$ cat src/rtl/dafir_pkg.sv
package dafir_pkg;

  typedef enum logic [0:0] {
    PH_IDLE = 1'b0,
    PH_RUN  = 1'b1
  } dafir_phase_e;

  function automatic int part_taps(input int taps, input int split, input int idx);
    return (idx == 0) ? split : taps - split;
  endfunction

  function automatic int part_base(input int split, input int idx);
    return (idx == 0) ? 0 : split;
  endfunction

endpackage

$ cat src/rtl/dafir_tapline.sv
module dafir_tapline #(
  parameter int TAPS   = 9,
  parameter int SAMP_W = 12,
  parameter int IDX_W  = 4
) (
  input  logic              clk,
  input  logic              rst,
  input  logic              load,
  input  logic [SAMP_W-1:0] din,
  input  logic [IDX_W-1:0]  bit_idx,
  output logic [TAPS-1:0]   slice
);

  logic [TAPS-1:0][SAMP_W-1:0] taps_q;

  always_ff @(posedge clk) begin
    if (rst) begin
      taps_q <= '0;
    end else if (load) begin
      taps_q[0] <= din;
      for (int k = 1; k < TAPS; k++) taps_q[k] <= taps_q[k-1];
    end
  end

  always_comb begin
    for (int k = 0; k < TAPS; k++) slice[k] = taps_q[k][bit_idx];
  end

  // without a load the stored samples stay untouched
  a_r7_taps_frozen: assert property (@(posedge clk) disable iff (rst)
    !load |=> $stable(taps_q));

endmodule

$ cat src/rtl/dafir_slice_rom.sv
module dafir_slice_rom #(
  parameter int TAPS   = 9,
  parameter int COEF_W = 8,
  parameter int N      = 4,
  parameter int BASE   = 0,
  parameter int SUM_W  = 13,
  parameter logic [TAPS*COEF_W-1:0] COEF_A = '0,
  parameter logic [TAPS*COEF_W-1:0] COEF_B = '0
) (
  input  logic                    set_sel,
  input  logic [N-1:0]            addr,
  output logic signed [SUM_W-1:0] sum
);

  localparam int DEPTH = 1 << N;

  function automatic logic signed [SUM_W-1:0] entry(input int e);
    logic [TAPS*COEF_W-1:0]    cv;
    logic signed [COEF_W-1:0]  c;
    logic signed [SUM_W-1:0]   s;
    cv = (e >= DEPTH) ? COEF_B : COEF_A;
    s  = '0;
    for (int j = 0; j < N; j++) begin
      if (e[j]) begin
        c = cv[(BASE+j)*COEF_W +: COEF_W];
        s = s + SUM_W'(c);
      end
    end
    return s;
  endfunction

  logic signed [SUM_W-1:0] tbl [2*DEPTH];

  for (genvar e = 0; e < 2*DEPTH; e++) begin : g_entry
    assign tbl[e] = entry(e);
  end

  assign sum = tbl[{set_sel, addr}];

endmodule

$ cat src/rtl/dafir_accum.sv
module dafir_accum #(
  parameter int SUM_W = 13,
  parameter int ACC_W = 24,
  parameter int IDX_W = 4,
  parameter int LAST  = 11
) (
  input  logic                    clk,
  input  logic                    rst,
  input  logic                    clear,
  input  logic                    step,
  input  logic [IDX_W-1:0]        bit_idx,
  input  logic signed [SUM_W-1:0] slice_sum,
  output logic signed [ACC_W-1:0] acc_next
);

  localparam logic [IDX_W-1:0] LAST_IDX = IDX_W'(LAST);

  logic signed [ACC_W-1:0] acc_q;
  logic signed [ACC_W-1:0] term;

  always_comb begin
    term     = ACC_W'(slice_sum) <<< bit_idx;
    acc_next = (bit_idx == LAST_IDX) ? acc_q - term : acc_q + term;
  end

  always_ff @(posedge clk) begin
    if (rst || clear) acc_q <= '0;
    else if (step)    acc_q <= acc_next;
  end

  // every new result starts from an empty accumulator
  a_r4_acc_cleared: assert property (@(posedge clk) disable iff (rst)
    clear |=> (acc_q == '0));

endmodule

$ cat src/rtl/dafir_top.sv
module dafir_top #(
  parameter int TAPS   = 9,
  parameter int SAMP_W = 12,
  parameter int COEF_W = 8,
  parameter int SPLIT  = 4,
  parameter logic [TAPS*COEF_W-1:0] COEF_A = {8'd2, 8'd7, 8'd16, 8'd27, 8'd32,
                                               8'd27, 8'd16, 8'd7, 8'd2},
  parameter logic [TAPS*COEF_W-1:0] COEF_B = {8'd1, 8'(-4), 8'd9, 8'(-21), 8'd30,
                                               8'(-21), 8'd9, 8'(-4), 8'd1},
  localparam int OUT_W = SAMP_W + COEF_W + $clog2(TAPS)
) (
  input  logic             clk,
  input  logic             rst,
  input  logic             in_valid,
  output logic             in_ready,
  input  logic [SAMP_W-1:0] in_sample,
  input  logic             in_set,
  output logic             out_valid,
  output logic [OUT_W-1:0] out_data
);
  import dafir_pkg::*;

  localparam int IDX_W = $clog2(SAMP_W);
  localparam int SUM_W = COEF_W + $clog2(TAPS) + 1;
  localparam int LAST  = SAMP_W - 1;
  localparam logic [IDX_W-1:0] LAST_IDX = IDX_W'(LAST);

  dafir_phase_e           phase_q;
  logic [IDX_W-1:0]       bit_q;
  logic                   set_q;
  logic                   out_valid_q;
  logic [OUT_W-1:0]       out_q;
  logic                   accept;
  logic                   running;
  logic [TAPS-1:0]        slice;
  logic signed [SUM_W-1:0] part_sum [2];
  logic signed [SUM_W-1:0] slice_sum;
  logic signed [OUT_W-1:0] acc_next;

  assign running  = (phase_q == PH_RUN);
  assign in_ready = !running;
  assign accept   = in_valid && !running;

  always_ff @(posedge clk) begin
    if (rst) begin
      phase_q     <= PH_IDLE;
      bit_q       <= '0;
      set_q       <= 1'b0;
      out_valid_q <= 1'b0;
      out_q       <= '0;
    end else begin
      out_valid_q <= 1'b0;
      if (accept) begin
        phase_q <= PH_RUN;
        bit_q   <= '0;
        set_q   <= in_set;
      end else if (running) begin
        if (bit_q == LAST_IDX) begin
          phase_q     <= PH_IDLE;
          out_valid_q <= 1'b1;
          out_q       <= acc_next;
        end else begin
          bit_q <= bit_q + 1'b1;
        end
      end
    end
  end

  assign out_valid = out_valid_q;
  assign out_data  = out_q;

  dafir_tapline #(.TAPS(TAPS), .SAMP_W(SAMP_W), .IDX_W(IDX_W)) u_taps (
    .clk(clk), .rst(rst), .load(accept), .din(in_sample),
    .bit_idx(bit_q), .slice(slice)
  );

  for (genvar g = 0; g < 2; g++) begin : g_part
    localparam int NP = part_taps(TAPS, SPLIT, g);
    localparam int BP = part_base(SPLIT, g);
    dafir_slice_rom #(
      .TAPS(TAPS), .COEF_W(COEF_W), .N(NP), .BASE(BP), .SUM_W(SUM_W),
      .COEF_A(COEF_A), .COEF_B(COEF_B)
    ) u_rom (
      .set_sel(set_q), .addr(slice[BP +: NP]), .sum(part_sum[g])
    );
  end

  assign slice_sum = part_sum[0] + part_sum[1];

  dafir_accum #(.SUM_W(SUM_W), .ACC_W(OUT_W), .IDX_W(IDX_W), .LAST(LAST)) u_acc (
    .clk(clk), .rst(rst), .clear(accept), .step(running),
    .bit_idx(bit_q), .slice_sum(slice_sum), .acc_next(acc_next)
  );

  // checker counter: cycles since the accepting edge
  logic [IDX_W:0] since_q;
  always_ff @(posedge clk) begin
    if (rst)                 since_q <= '0;
    else if (accept)         since_q <= 1;
    else if (out_valid_q)    since_q <= '0;
    else if (since_q != '0)  since_q <= since_q + 1'b1;
  end

  // valid appears exactly after SAMP_W steps
  a_r3_latency: assert property (@(posedge clk) disable iff (rst)
    out_valid |-> (since_q == (IDX_W+1)'(SAMP_W + 1)));
  // single-cycle pulse
  a_r3_pulse: assert property (@(posedge clk) disable iff (rst)
    out_valid |=> !out_valid);
  // handshake closed during computation
  a_r2_ready_low: assert property (@(posedge clk) disable iff (rst)
    (since_q != '0 && since_q <= (IDX_W+1)'(SAMP_W)) |-> !in_ready);
  // captured coefficient set stays fixed while running
  a_r8_set_held: assert property (@(posedge clk) disable iff (rst)
    running |=> $stable(set_q));
  // output holds between pulses
  a_r9_out_hold: assert property (@(posedge clk) disable iff (rst)
    !out_valid |=> ($stable(out_data) || out_valid));

endmodule

$ cat config.mk
export PLATFORM = sky130hd
export DESIGN_NAME = dafir_top
export DESIGN_NICKNAME = d
export VERILOG_FILES = /design/src/rtl/dafir_pkg.sv /design/src/rtl/dafir_tapline.sv /design/src/rtl/dafir_slice_rom.sv /design/src/rtl/dafir_accum.sv /design/src/rtl/dafir_top.sv
export SDC_FILE = /design/constraint.sdc
export NUM_CORES = 1
export LEC_CHECK = 0
export BUFFER_PORTS_ARGS = -buffer_cell sky130_fd_sc_hd__clkbuf_2
export CORE_ASPECT_RATIO = 0.7
export CORE_MARGIN = 1.5
export CORE_UTILIZATION = 51
export DETAILED_ROUTE_END_ITERATION = 7
export PLACE_DENSITY = 0.78
export SYNTH_ARGS = -nofsm -noshare
export SYNTH_HDL_FRONTEND = slang
export SYNTH_SLANG_ARGS = --single-unit
export TNS_END_PERCENT = 30
$ cat constraint.sdc
create_clock -name clk -period 8.57 [get_ports clk]
set_clock_uncertainty 0.15 [all_clocks]
set_input_delay 1.714 -clock clk [delete_from_list [all_inputs] [get_ports clk]]
set_output_delay 1.714 -clock clk [all_outputs]
set_load 0.01 [all_outputs]
==> flow_summary.toml <==
[critical_path]
required_ps = 8770
worstSetupPathType = "flip-flop to flip-flop"
start_kind = "flip-flop"
cp_slowest_stage_delay_ps = 600
worst_reg2reg_startpoint = "bit_q[0]"
arr_time_crit_path_ps = 8360
setup.worst_path.end_class = "flip-flop"
cp_slowest_cell = "or4_1"
r2r_setup_slack_ps = 410
max_fo_critical_path = 13
worst-r2r-cell-count = 26
end_of_the_worst_register_to_register_path = "u_acc.acc_q[23]"
crit_buf_inv = 3
path_delay_family = "compound AO/OA/AOI/OAI gates"

[drt]
post_drt_wl_per_cell_um = 16.2
routed_via_density = 5.92
drt_pass1_iterations = 6
routed-via-count = 9609
detail_route.iter0.violations = 965
drc_errors = 0
totalWireLength_mm = 26.3
antenna_left = 0

[cells_and_area]
final_standard_cell_area_without_fillers_um2 = 11600
area_growth_syn_to_layout_pct = 11.7
finish.net_count = 1413
diodes = 0
final_core_util_pct = 58.5
drive_gt1_share_pct = 14.8
final_cell_count_no_fill = 1624

[global_route]
pin_count_of_the_biggest_net_entering_global_routing = 111
grt_util_all_layers_pct = 24.6
grt_first_pass_wirelength_mm = 42.9
grt_antenna_before_repair = 0
overflow = 0
grt_pass1_vias = 8569

[synth]
yosys.area.top_type_share_pct = 31.3
synth.yosys.seq_area_share_pct = 31.3
synth.ff_latch_count = 163
netlist_area_um2 = 10400
synth.cells.most_frequent = "nand2_1, a21oi_1, dfxtp_1"
synth-edff-count = 0
synth_largest_area_cell = "dfxtp_1"
asyncSetResetFlopFracSynth_pct = 0
syn_nets = 1387
avgSynthCellArea_um2 = 7.92
synth_flop_cell = "dfxtp_1"
main_area_contributors_after_synthesis = "dfxtp_1, nand2_1, a21oi_1"
netlist_instances = 1316
synth.lib_cells_used.distinct = 83
ys_warn_count = 0
synth.most_common_cell = "nand2_1"

[clock_tree]
cts_root_buf = "clkbuf_16"
clkSinkCount = 163
cts_tree = "built"
postCtsHoldBufs = 0
clock_slew_seen_by_the_registers_of_the_worst_setup_and_hold_paths_ps = 70
clk_path_buf_depth = 2
tritoncts.num_buffers = 17
h_tree_depth = 4
clkLatencyLatePin_ps = 440

[timing]
maxClockFrequency_mhz = 123
final.setup.tns_ps = 0
final-max-slew-violation-count = 0
timing_hold_violations_final = 0
slew_headroom_pct = 23.7
period_share_pct = 95.3
fin_worst_hold_slack_ps = 303
grt_setup_unrepaired = "false"
timing.final.ws_setup_ps = 407
post-route-min-period_ps = 8160
worst_pin_slew_ps = 1140
finalSetupViolCount = 0

[die]
chipHeight_um = 123
die-area_um2 = 21300
floorplan.rows = 43
initial_util_pct = 52.4
coreArea_um2 = 19900
floorplan.die.width_um = 174
pin_count = 42

[placement]
dpl_cell_area_um2 = 11000
dp_hpwl_mm = 18.1
post-place-ws_ps = 304
post-place-cells = 1584
port_buffer_count = 41
finalWeightedCongestion = 0.942

[run_status]
outcome = "complete, no violations"

[job]
max-cap-violations = 0

[power]
finalPower_mw = 2.08
ir_drop_worst_case_vdd_mv = 0.0968
power.density_nw_per_um2 = 178
total_leakage_power_nw = 4.53

[worst_hold_path]
min_path_type = "flip-flop to flip-flop"
worst_min_delay_path_startpoint = "out_data[11]"
timing.hold.worst_endpoint = "out_data[11]"
worstHoldPathCells = 2
-- state kept, by name, indices dropped and copies added, names as in the netlist --
signal,cells
set_q,1
phase_q,1
out_valid,1
bit_q,4
u_taps.taps_q,108
u_acc.acc_q,24
out_data,24
-- final cells by class --
cell class	count	area (µm²)
Multi-Input combinational cell	1034	6700
Fill cell	1798	8260
Clock buffer	17	425
Clock inverter	14	170
Tap cell	270	338
Inverter	33	124
Timing Repair Buffer	93	611
Sequential cell	163	3270
-- worst max-delay path by stage --
stage,startpoint,end,slack (ps),depth (start not counted)
floorplan,bit_q[0],u_acc.acc_q[23],270,33
global placement,bit_q[0],u_acc.acc_q[23],500,28
detailed placement,bit_q[0],u_acc.acc_q[23],300,26
CTS,bit_q[0],u_acc.acc_q[23],270,26
global route,bit_q[2],u_acc.acc_q[23],10,28
finish,bit_q[0],u_acc.acc_q[23],410,26
-- report_power, final --
group / leakage [nW] / internal, mW / switching (mW)
Clock: 0.293 / 0.416 / 0.356
Sequential: 1.32 / 0.775 / 0.0151
Combinational: 2.92 / 0.210 / 0.306
-- worst min-delay path: stages (launching register included) --
cell,delay [ps]
dfxtp_1,310
nand2_1,50
a21oi_1,50
-- layer usage --
| layer | vias up | GRT usage, % | part of all wire (%) | wire (µm) |
|---|---|---|---|---|
| li1 | 4698 | - | - | - |
| met1 | 4485 | 36.7 | 49 | 12900 |
| met2 | 389 | 35.9 | 41 | 10900 |
| met3 | 37 | 5.82 | 8.6 | 2270 |
| met4 | 0 | 5.23 | 1.1 | 293 |
| met5 | - | 0 | 0 | 0 |
-- placed cells by master (no fill, tap or decap), drive strengths merged, types with 4 or more instances in the layout --
master   netlist  layout
o211ai        12      12
a211o          4       4
a211oi        25      25
nand4          4       4
nor3          14      14
xnor2         30      30
nand3b         5       5
a21oi        180     180
a2111oi        7       7
and3           8       8
nand3         17      17
dfxtp        163     163
nor2          88      88
mux2           6       6
clkinv         2       8
or2            5       5
clkbuf        60      57
nand2b         9       9
inv           31      38
o31ai         12      12
ha            53      53
and2           6       6
nor4           5       5
a21o          10      10
mux2i         39      39
buf           26      53
xor2          18      18
mux4          30      30
nand2        324     324
o21ai         46      46
nor2b          4       4
or3            4       4
o21a          13      13
-- logic make-up after synthesis --
logic type               count (synthesis)  share of synthesized area, %
AND/OR/NAND/NOR                        503                          20.3
buffers and inverters                  119                          4.69
flip-flops                             163                          31.3
AO/OA/AOI/OAI                          351                          21.8
multiplexers                            75                          10.9
adder cells (fa/ha/maj)                 57                          6.94
XOR/XNOR                                48                          4.11
-- what timing repair did --
item,in CTS,in global routing
endpoints found under the hold margin,0,0
setup buffers,0,9
setup endpoints to repair,0,6
resized for setup,0,10
Power figures use the tool's default switching activity.
